<file path="config.mk">
export PLATFORM = sky130hd
export DESIGN_NAME = spi_word_master
export DESIGN_NICKNAME = d
export VERILOG_FILES = /design/src/rtl/spi_wm_pkg.sv /design/src/rtl/spi_wm_fifo.sv /design/src/rtl/spi_wm_shifter.sv /design/src/rtl/spi_word_master.sv
export SDC_FILE = /design/constraint.sdc
export NUM_CORES = 1
export LEC_CHECK = 0
export ABC_AREA = 1
export BUFFER_PORTS_ARGS = -buffer_cell sky130_fd_sc_hd__buf_2
export CAP_MARGIN = 20
export CORE_MARGIN = 2
export CORE_UTILIZATION = 25
export DETAILED_ROUTE_END_ITERATION = 10
export GPL_TIMING_DRIVEN = 0
export PLACE_DENSITY_LB_ADDON = 0.25
export SYNTH_ARGS = -nofsm -noshare
export SYNTH_HDL_FRONTEND = slang
export SYNTH_HIERARCHICAL = 1
export SYNTH_SLANG_ARGS = --single-unit
</file>
<file path="constraint.sdc">
create_clock -name clk -period 6.3 [get_ports clk]
set_input_delay 0 -clock clk [delete_from_list [all_inputs] [get_ports clk]]
set_output_delay 0 -clock clk [all_outputs]
set_load 0.02 [all_outputs]
</file>
<file path="src/rtl/spi_wm_pkg.sv">
package spi_wm_pkg;

    typedef enum logic [1:0] {
        REG_CTRL = 2'd0,
        REG_STAT = 2'd1,
        REG_DATA = 2'd2,
        REG_DIV  = 2'd3
    } reg_sel_e;

    typedef enum logic [1:0] {
        OP_REPLACE = 2'd0,
        OP_CLEAR   = 2'd1,
        OP_SET     = 2'd2,
        OP_ALT     = 2'd3
    } wr_op_e;

    localparam int CB_MASTER = 5;
    localparam int CB_CKP    = 6;
    localparam int CB_CKE    = 8;
    localparam int CB_SMP    = 9;
    localparam int CB_WS     = 10;
    localparam int CB_ON     = 15;
    localparam int CB_AUTOSS = 28;

    localparam int SB_OVF = 6;
    localparam int SB_TXL = 16;
    localparam int SB_RXL = 24;

    localparam logic [31:0] CTRL_KEEP =
        (32'd1 << CB_MASTER) | (32'd1 << CB_CKP) | (32'd1 << CB_CKE) |
        (32'd1 << CB_SMP) | (32'd3 << CB_WS) | (32'd1 << CB_ON) |
        (32'd1 << CB_AUTOSS);

    function automatic logic [31:0] apply_op(wr_op_e op, logic [31:0] cur,
                                             logic [31:0] wd);
        case (op)
            OP_CLEAR: return cur & ~wd;
            OP_SET:   return cur | wd;
            default:  return wd;
        endcase
    endfunction

    function automatic logic [5:0] word_bits(logic [1:0] ws);
        case (ws)
            2'd0:    return 6'd8;
            2'd1:    return 6'd16;
            default: return 6'd32;
        endcase
    endfunction

endpackage

</file>
<file path="src/rtl/spi_wm_fifo.sv">
module spi_wm_fifo #(
    parameter int SLOTS = 16,
    parameter int WIDTH = 32,
    localparam int PW = $clog2(SLOTS),
    localparam int LW = $clog2(SLOTS + 1)
) (
    input  logic             clk,
    input  logic             rst,
    input  logic             flush,
    input  logic [LW-1:0]    cap,
    input  logic             push,
    input  logic [WIDTH-1:0] din,
    input  logic             pop,
    output logic [WIDTH-1:0] dout,
    output logic [LW-1:0]    level
);
    logic [WIDTH-1:0] mem [SLOTS];
    logic [PW-1:0]    rd_ptr, wr_ptr;
    logic             do_pop, do_push;

    assign do_pop  = pop && (level != '0);
    assign do_push = push && ((level < cap) || do_pop);
    assign dout    = mem[rd_ptr];

    function automatic logic [PW-1:0] next_ptr(logic [PW-1:0] p);
        return (p == PW'(SLOTS - 1)) ? '0 : p + PW'(1);
    endfunction

    always_ff @(posedge clk) begin
        if (rst || flush) begin
            rd_ptr <= '0;
            wr_ptr <= '0;
            level  <= '0;
        end else begin
            if (do_push) wr_ptr <= next_ptr(wr_ptr);
            if (do_pop)  rd_ptr <= next_ptr(rd_ptr);
            case ({do_push, do_pop})
                2'b10:   level <= level + LW'(1);
                2'b01:   level <= level - LW'(1);
                default: level <= level;
            endcase
        end
    end

    always_ff @(posedge clk) begin
        if (do_push) mem[wr_ptr] <= din;
    end
endmodule

</file>
<file path="src/rtl/spi_wm_shifter.sv">
module spi_wm_shifter
    import spi_wm_pkg::*;
#(
    parameter int DIV_W = 9
) (
    input  logic             clk,
    input  logic             rst,
    input  logic             run,
    input  logic             ckp,
    input  logic             cke,
    input  logic             smp,
    input  logic [1:0]       wsize,
    input  logic [DIV_W-1:0] div,
    input  logic             tx_avail,
    input  logic [31:0]      tx_word,
    input  logic             miso,
    output logic             tx_pop,
    output logic             rx_push,
    output logic [31:0]      rx_word,
    output logic             busy,
    output logic             sclk,
    output logic             mosi
);
    logic             busy_q, half_q, cap_q;
    logic [DIV_W-1:0] cnt_q;
    logic [5:0]       bit_q, nbits;
    logic [31:0]      sh_q;
    logic [30:0]      rsh_q;
    logic             tick, bit_end, last, word_end, in_bit;
    logic [31:0]      rx_full, rx_mask, aligned;

    assign nbits    = word_bits(wsize);
    assign tick     = busy_q && (cnt_q == div);
    assign bit_end  = tick && half_q;
    assign last     = (bit_q == nbits - 6'd1);
    assign word_end = bit_end && last;
    assign in_bit   = smp ? miso : cap_q;
    assign rx_full  = {rsh_q, in_bit};
    assign rx_mask  = (nbits == 6'd32) ? '1 : ((32'd1 << nbits) - 32'd1);
    assign rx_word  = rx_full & rx_mask;
    assign aligned  = tx_word << (6'd32 - nbits);

    assign tx_pop  = run && tx_avail && (!busy_q || word_end);
    assign rx_push = run && word_end;
    assign busy    = busy_q;
    // active phase: second half when launching on trailing edges, first half otherwise
    assign sclk    = ckp ^ (busy_q && (half_q == cke));
    assign mosi    = busy_q & sh_q[31];

    always_ff @(posedge clk) begin
        if (rst) begin
            busy_q <= 1'b0;
            half_q <= 1'b0;
            cap_q  <= 1'b0;
            cnt_q  <= '0;
            bit_q  <= '0;
            sh_q   <= '0;
            rsh_q  <= '0;
        end else if (!run) begin
            busy_q <= 1'b0;
            half_q <= 1'b0;
            cnt_q  <= '0;
        end else if (tx_pop) begin
            busy_q <= 1'b1;
            half_q <= 1'b0;
            cnt_q  <= '0;
            bit_q  <= '0;
            sh_q   <= aligned;
        end else if (busy_q) begin
            if (tick) begin
                cnt_q <= '0;
                if (!half_q) begin
                    half_q <= 1'b1;
                    cap_q  <= miso;
                end else begin
                    half_q <= 1'b0;
                    rsh_q  <= rx_full[30:0];
                    if (last) begin
                        busy_q <= 1'b0;
                    end else begin
                        bit_q <= bit_q + 6'd1;
                        sh_q  <= {sh_q[30:0], 1'b0};
                    end
                end
            end else begin
                cnt_q <= cnt_q + DIV_W'(1);
            end
        end
    end
endmodule

</file>
<file path="src/rtl/spi_word_master.sv">
module spi_word_master
    import spi_wm_pkg::*;
#(
    parameter int FIFO_BYTES = 16,
    parameter int DIV_W      = 9
) (
    input  logic        clk,
    input  logic        rst,
    input  logic        bus_wr,
    input  logic        bus_rd,
    input  logic [1:0]  bus_reg,
    input  logic [1:0]  bus_op,
    input  logic [31:0] bus_wdata,
    output logic [31:0] bus_rdata,
    output logic        sclk,
    output logic        mosi,
    input  logic        miso,
    output logic        ss_n
);
    localparam int SLOTS = FIFO_BYTES;
    localparam int LVL_W = $clog2(SLOTS + 1);

    logic [31:0]      ctrl_q;
    logic [DIV_W-1:0] div_q;
    logic             ovf_q;

    logic [31:0]      ctrl_nx;
    logic [DIV_W-1:0] div_nx;
    logic             ovf_nx;
    logic [LVL_W-1:0] cap, tx_lvl, rx_lvl;
    logic [31:0]      tx_head, rx_head, rx_word, stat;
    logic             tx_pop, rx_push, busy, ovf_evt, rx_pop;
    logic             wr_ctrl, wr_stat, wr_data, wr_div;
    logic             en, run;
    wr_op_e           op;
    reg_sel_e         sel;

    assign op  = wr_op_e'(bus_op);
    assign sel = reg_sel_e'(bus_reg);

    assign wr_ctrl = bus_wr && (sel == REG_CTRL);
    assign wr_stat = bus_wr && (sel == REG_STAT);
    assign wr_data = bus_wr && (sel == REG_DATA);
    assign wr_div  = bus_wr && (sel == REG_DIV);
    assign rx_pop  = bus_rd && (sel == REG_DATA);

    assign en  = ctrl_q[CB_ON];
    assign run = en && ctrl_q[CB_MASTER];

    always_comb begin
        case (ctrl_q[CB_WS +: 2])
            2'd0:    cap = LVL_W'(SLOTS);
            2'd1:    cap = LVL_W'(SLOTS / 2);
            default: cap = LVL_W'(SLOTS / 4);
        endcase
    end

    spi_wm_fifo #(.SLOTS(SLOTS), .WIDTH(32)) u_txq (
        .clk(clk), .rst(rst), .flush(!en), .cap(cap),
        .push(wr_data), .din(bus_wdata), .pop(tx_pop),
        .dout(tx_head), .level(tx_lvl)
    );

    spi_wm_fifo #(.SLOTS(SLOTS), .WIDTH(32)) u_rxq (
        .clk(clk), .rst(rst), .flush(!en), .cap(cap),
        .push(rx_push), .din(rx_word), .pop(rx_pop),
        .dout(rx_head), .level(rx_lvl)
    );

    spi_wm_shifter #(.DIV_W(DIV_W)) u_shift (
        .clk(clk), .rst(rst), .run(run),
        .ckp(ctrl_q[CB_CKP]), .cke(ctrl_q[CB_CKE]), .smp(ctrl_q[CB_SMP]),
        .wsize(ctrl_q[CB_WS +: 2]), .div(div_q),
        .tx_avail(tx_lvl != '0), .tx_word(tx_head), .miso(miso),
        .tx_pop(tx_pop), .rx_push(rx_push), .rx_word(rx_word),
        .busy(busy), .sclk(sclk), .mosi(mosi)
    );

    assign ovf_evt = rx_push && (rx_lvl >= cap) && !(rx_pop && rx_lvl != '0);
    assign ss_n    = !(en && ctrl_q[CB_AUTOSS] && (busy || tx_lvl != '0));

    always_comb begin
        ctrl_nx = apply_op(op, ctrl_q, bus_wdata) & CTRL_KEEP;
        case (op)
            OP_CLEAR: begin
                div_nx = div_q & ~bus_wdata[DIV_W-1:0];
                ovf_nx = ovf_q & ~bus_wdata[SB_OVF];
            end
            OP_SET: begin
                div_nx = div_q | bus_wdata[DIV_W-1:0];
                ovf_nx = ovf_q | bus_wdata[SB_OVF];
            end
            default: begin
                div_nx = bus_wdata[DIV_W-1:0];
                ovf_nx = bus_wdata[SB_OVF];
            end
        endcase
    end

    always_ff @(posedge clk) begin
        if (rst) begin
            ctrl_q <= '0;
            div_q  <= '0;
            ovf_q  <= 1'b0;
        end else begin
            if (wr_ctrl) ctrl_q <= ctrl_nx;
            if (wr_div)  div_q  <= div_nx;
            ovf_q <= (wr_stat ? ovf_nx : ovf_q) | ovf_evt;
        end
    end

    always_comb begin
        stat                 = '0;
        stat[SB_OVF]         = ovf_q;
        stat[SB_TXL +: LVL_W] = tx_lvl;
        stat[SB_RXL +: LVL_W] = rx_lvl;
        case (sel)
            REG_CTRL: bus_rdata = ctrl_q;
            REG_STAT: bus_rdata = stat;
            REG_DATA: bus_rdata = rx_head;
            default:  bus_rdata = 32'(div_q);
        endcase
    end
endmodule

</file>
Word level (Yosys, flattened, before mapping)
Memory sizes are Yosys's and may differ from the RTL's. A register that Yosys moved wholly into a read port is not among the register bits.
Index checks and enable logic that the tools add are counted.
{"block": "word_totals", "memories": 2, "regBits": 125, "input_bits": 41, "mem_bits_rw": 1024, "output_inout_bits": 35}
{"name": "u_rxq.mem", "words": 16, "word_bits": 32, "rd": 1, "rd_clocked_by_memory_dff": 1, "wr": 1, "line": "spi_wm_fifo.sv:17", "text": "logic [WIDTH-1:0] mem [SLOTS];"}
{"name": "u_txq.mem", "words": 16, "word_bits": 32, "rd": 1, "rd_clocked_by_memory_dff": 1, "wr": 1, "line": "spi_wm_fifo.sv:17"}
{"block": "classes", "n_mux": 40, "n_shift": 2, "n_eq_ne": 19, "n_addsub": 13, "order_cmp": 3, "bitwise": 16, "reduce_logical": 45}
{"op": "$mux 32", "count": 6}
{"op": "$pmux 32 s3", "count": 1}
{"op": "$pmux 29 s2", "count": 1}
{"op": "$and 32x32->32", "count": 1}
{"op": "$mux 4", "count": 8}
{"op": "$shl 1x6->32 const A", "count": 1}
{"op": "$shl 32x6->32", "count": 1}
{"op": "$sub 32x1->32 const B", "count": 1}
{"op": "$mux 6", "count": 5}
{"op": "$pmux 5 s2", "count": 3}
{"op": "$and 29x29->29", "count": 1}
{"op": "$not 29->29", "count": 1}
{"op": "$or 29x29->29", "count": 1}
{"op": "$logic_and 1x1->1", "count": 21}
{"op": "$pmux 9 s2", "count": 1}
{"op": "$add 4x1->4 const B", "count": 4}
{"op": "$eq 4x4->1 const B", "count": 4}
{"op": "$reduce_and 5->1", "count": 3}
{"op": "$mux 1", "count": 12}
{"op": "$pmux 6 s2", "count": 1}
{"op": "$add 5x1->5 const B", "count": 2}
{"op": "$eq 2x1->1 const B", "count": 5}
{"op": "$eq 2x2->1 const B", "count": 5}
{"op": "$lt 5x5->1", "count": 2}
{"op": "28 further kinds", "count": 47}

Depth between registers and ports, before layout
{"block": "logic_depth", "ltp_word": 12, "depth_mapped": 31, "mapped_depth_nobuf": 28}

By module
Netlist, hierarchy kept.
{"module": "spi_wm_fifo", "n_inst": 2, "seq_area_each_um2": 15715.1, "area_each_um2": 22067.4, "cells_per_inst": 1791}
{"module": "spi_wm_shifter", "n_inst": 1, "seq_area_each_um2": 1621.6, "area_each_um2": 4819.6, "cells_per_inst": 818}
{"module": "spi_word_master", "n_inst": 1, "seq_area_each_um2": 360.3, "area_each_um2": 1584.0, "cells_per_inst": 261}

Worst setup path before layout
OpenSTA, ideal clock, no wires.
{"block": "synth_timing", "kind": "register to register", "from": "register ctrl_q[11]", "to": "memory u_txq.mem[0][0], enable pin", "path_slack_ns": 1.171, "path_buffers": 4, "t_arrival_ns": 4.708, "stages_incl_launch_ff": 24, "setup_time_ns": 0.421, "cell_sequence": "dfxtp_1 inv_1 nand2_1 clkbuf_1 ha_1 clkbuf_1 inv_1 ha_1 buf_2 nand2_1 nand2_1 nand3_1 nor3_1 nand2_2 nand2_2 nand2_4 inv_1 buf_4 nand2_1 nand2_1 nand2_1 inv_1 nand2_1 nor2_1"}
{"block": "synth_via", "elab_chain_cells": 12}
{"element": "from (decl)", "line": "spi_word_master.sv:23", "text": "logic [31:0] ctrl_q;"}
{"element": "from (signal assigned)", "line": "spi_word_master.sv:106", "text": "if (wr_ctrl) ctrl_q <= ctrl_nx;"}
{"element": "$eq 2x1->1 / $logic_not 2->1 (equally long branches)", "line": "spi_wm_pkg.sv:44", "text": "case (ws)"}
{"element": "$pmux 6 s2 (*)", "line": "spi_wm_pkg.sv:44"}
{"element": "$sub 6x1->6 (*)", "line": "spi_wm_shifter.sv:35", "text": "assign last = (bit_q == nbits - 6'd1);"}
{"element": "$eq 6x6->1 (*)", "line": "spi_wm_shifter.sv:35"}
{"element": "$logic_and 1x1->1 (*)", "line": "spi_wm_shifter.sv:36", "text": "assign word_end = bit_end && last;"}
{"element": "$logic_or 1x1->1 (*)", "line": "spi_wm_shifter.sv:43", "text": "assign tx_pop = run && tx_avail && (!busy_q || word_end);"}
{"element": "$logic_and 1x1->1 (*)", "line": "spi_wm_shifter.sv:43"}
{"element": "via tx_pop", "line": "spi_word_master.sv:32", "text": "logic tx_pop, rx_push, busy, ovf_evt, rx_pop;"}
{"element": "$logic_and 1x1->1 (*)", "line": "spi_wm_fifo.sv:21", "text": "assign do_pop = pop && (level != '0);"}
{"element": "$logic_or 1x1->1 (*)", "line": "spi_wm_fifo.sv:22", "text": "assign do_push = push && ((level < cap) || do_pop);"}
{"element": "$logic_and 1x1->1 (*)", "line": "spi_wm_fifo.sv:22"}
{"element": "$mux 1 (*)", "line": "spi_wm_fifo.sv:46", "text": "if (do_push) mem[wr_ptr] <= din;"}
{"element": "$mux 1 (implied by the code) (*)", "line": "spi_wm_fifo.sv:46"}
{"element": "to (decl)", "line": "spi_wm_fifo.sv:17"}
Mark *: on every way through the listed nets, which the timed path passes. The rest lies on a longest branch.

Worst setup path in the final report
{"block": "layout_timing", "from": "register ctrl_q[11]", "to": "memory u_txq.mem[12][13], enable pin"}
Same word-level chain as after synthesis.

==> results.cfg <==
[status]
status = finished, final reports clean

[clocking]
clkTransAtPathRegs_ps = 60
clock_path_buffers = 3
cts_tree = done
clk_latency_ps = 760
cts-htree-levels = 3
root_buffer = clkbuf_16
cts_buffers = 119
ctsResizeCount = 0
cts_sinks = 1157

[sta]
slew-limit-headroom_pct = 15.3
rsz0062_at_grt = no
drv_slew = 0
period_share_pct = 93.1
tns_ps = 0
period_needed_ps = 5860
finalHoldViolations = 0
worst_pin_slew_ps = 1260
setup_viol = 0
max_freq_mhz = 171
skew_ps = 27.1

[power_and_ir_drop]
leakagePower_nw = 22.0
ir_worst_vdd_mv = 0.235
powerDensity_nw_per_um2 = 262

[placement]
placed_cells = 7455
gp_congestion = 0.820
dp_hpwl_um = 117000
io_buffers = 74

[route]
totalWireLength_um = 170000
drtIter0Drc = 2805
route.detailed.drc = 0
firstDrtPassIters = 6
wl_per_cell_um = 21.9
route.vias.total = 35442
viasPerCell = 4.57
postRouteAntennaNets = 0

[cells_and_area]
layout_commonest_cell = edfxtp_1
num-nets-final = 5062
syn2layout_area_growth_pct = 19.0
layout.cells.non_filler = 7761
layout_common_cells = 1024 x edfxtp_1, 725 x nand2_1, 710 x inv_1, 473 x nand3_1, 319 x a21oi_1
num-fill-cells = 20826
drive_gt1_share_pct = 11.4

[yosys]
ys_ff_latch = 1157
yosysSeqAreaShare_pct = 66.1
synth_warnings = 6
synth.area.top_cells = edfxtp_1 61%, nand2_1 5.4%, inv_1 5.3%
synthDistinctLibCells = 48
syn_area_per_cell_sq_um = 10.8
netlist.area_leader.share_pct = 60.8
syn_inst = 4661
syn-cell-area_sq_um = 50500
synth_top_area_cell = edfxtp_1

[worst_setup_path]
r2r_cells = 23
arrival_ps = 6290
r2r-end = u_txq/mem[12][13]
cp.required_ps = 6730
path_class = reg -> reg
r2r_slack_ps = 440
crit_path_end_kind = flip-flop
crit_path_start_kind = flip-flop
rr_startpoint = ctrl_q[11]
cp-endpoint = u_txq/mem[12][13]
crit_start = ctrl_q[11]
cp_max_fo = 21

[floorplanning]
die_w_um = 454
ios = 76
rows = 165
core_region_area_sq_um = 201000
initial_core_util_pct = 25.1
die_area_sq_um = 206000
die_y_um = 454

[global_routing]
grt_pass1_vias = 33802
grt-ovfl-total = 0
antenna_found_initial = 13
grt_pass1_wl_um = 242000
grt_max_degree = 23
track_usage_pct = 16.1

[hold_path]
min_path_type = in -> reg
hp-start = bus_wdata[23]

[run]
max_cap_violations = 0
how the worst min path moves through the flow:
stage | slack, ps | endpoint | depth (start not counted)
6_report | 190 | u_txq/mem[5][23] | 2
3_3_place_gp | 380 | u_shift/sh_q[0] | 2
2_1_floorplan | 70 | u_shift/bit_q[5] | 1
3_5_place_dp | 390 | bus_rdata[24] | 4
4_1_cts | 130 | u_txq/mem[5][23] | 2
5_1_grt | 170 | u_txq/mem[6][25] | 2
power by group:
group | total, mW | internal [mW] | switching [mW]
Combinational | 0.299 | 0.0831 | 0.216
Clock | 7.17 | 4.04 | 3.12
Sequential | 8.29 | 8.29 | 0.00627
sequential cells by signal (all words and copies together), names as in the netlist, named ones only:
signal	flops
u_txq/wr_ptr	4
u_shift/half_q	1
ovf_q	1
u_shift/rsh_q	31
u_shift/busy	1
u_txq/mem	512
div_q	9
u_rxq/level	5
u_shift/sh_q	32
ctrl_q	8
u_shift/cnt_q	9
u_txq/rd_ptr	4
u_shift/cap_q	1
u_rxq/mem	512
u_rxq/wr_ptr	4
u_shift/bit_q	6
u_txq/level	5
u_rxq/rd_ptr	4
cell type report:
cell class | instances | area, sq um | area share, %
diodes | 1 | 2.50 | 0.00416
plain buffers | 268 | 1830 | 3.04
clock buffers | 147 | 3150 | 5.25
clock inverters | 77 | 743 | 1.24
inverters | 724 | 2720 | 4.52
multi-input cells | 2514 | 12800 | 21.3
flip-flops and latches | 1157 | 33400 | 55.6
well taps | 2672 | 3340 | 5.56
repair buffers | 201 | 2100 | 3.50
worst max-delay path, stage by stage, from the launching register on:
cell	delay, ps
dfxtp_1	560
inv_1	100
nand2_1	280
clkbuf_1	430
ha_1	630
inv_1	100
ha_1	310
buf_2	240
nand2_1	90
nand2_1	70
nand3_1	90
nor3_1	180
nand2_2	90
nand2_2	120
nand2_4	120
inv_1	90
buf_4	230
nand2_1	190
nand2_1	210
nand2_1	140
inv_1	160
nand2_1	250
nor2_4	520
buf_12	280
through the flow:
step	worst slack (ps)	util, %	power, mW	hold slack, ps	instance area [sq um]
6_report	436	29.8	15.8	189	60100
3_3_place_gp	-2270	26.9	8.72	379	54300
5_1_grt	40.4	29.8	16.2	170	60100
2_1_floorplan	1170	-	8.58	69.1	50500
3_5_place_dp	92.4	27.5	8.73	392	55300
4_1_cts	50.9	29.6	15.9	131	59700
layer usage:
layer	up-vias	GRT usage (%)	wire (um)	share of wire (%)
li1	16661	-	-	-
met1	17617	21.1	73900	44
met2	897	27.8	83100	49
met3	259	2.10	7760	4.6
met4	8	4.72	4940	2.9
met5	-	0	44	0.026
cell families (layout without fill, tap and decap cells):
logic type	count (synthesis)	after routing	share of synthesized area (%)
buffers and inverters	993	1417	9.01
AO/OA/AOI/OAI	960	960	11.0
adder cells (fa/ha/maj)	36	36	0.921
AND/OR/NAND/NOR	1497	1497	12.6
XOR/XNOR	17	17	0.295
other	1	5	0.00742
flip-flops	1157	1157	66.1
cell usage after synthesis, drive strengths merged:
| cell type | number |
|---|---|
| edfxtp | 1024 |
| clkbuf | 98 |
| o21a | 1 |
| o21bai | 1 |
| o22ai | 8 |
| a21oi | 329 |
| xnor2 | 2 |
| clkinv | 1 |
| dfxtp | 133 |
| or2 | 9 |
| conb | 1 |
| nor3 | 8 |
| ha | 34 |
| nand4 | 8 |
| inv | 723 |
| o211ai | 262 |
| nand2 | 734 |
| o2111ai | 1 |
| nor2 | 254 |
| nor4 | 3 |
| xor2 | 15 |
| a21boi | 2 |
| o221ai | 3 |
| nand3 | 477 |
| buf | 171 |
| a22o | 6 |
| a31oi | 7 |
| a211oi | 2 |
| o21ai | 338 |
| fa | 2 |
| nand3b | 4 |
timing repair:
action / CTS / global route
hold buffers: 50 / 0
endpoints found under the hold margin: 546 / 0
setup buffers: 0 / 25
endpoints found under the setup margin: 0 / 394
(Power assumes the default switching activity.)
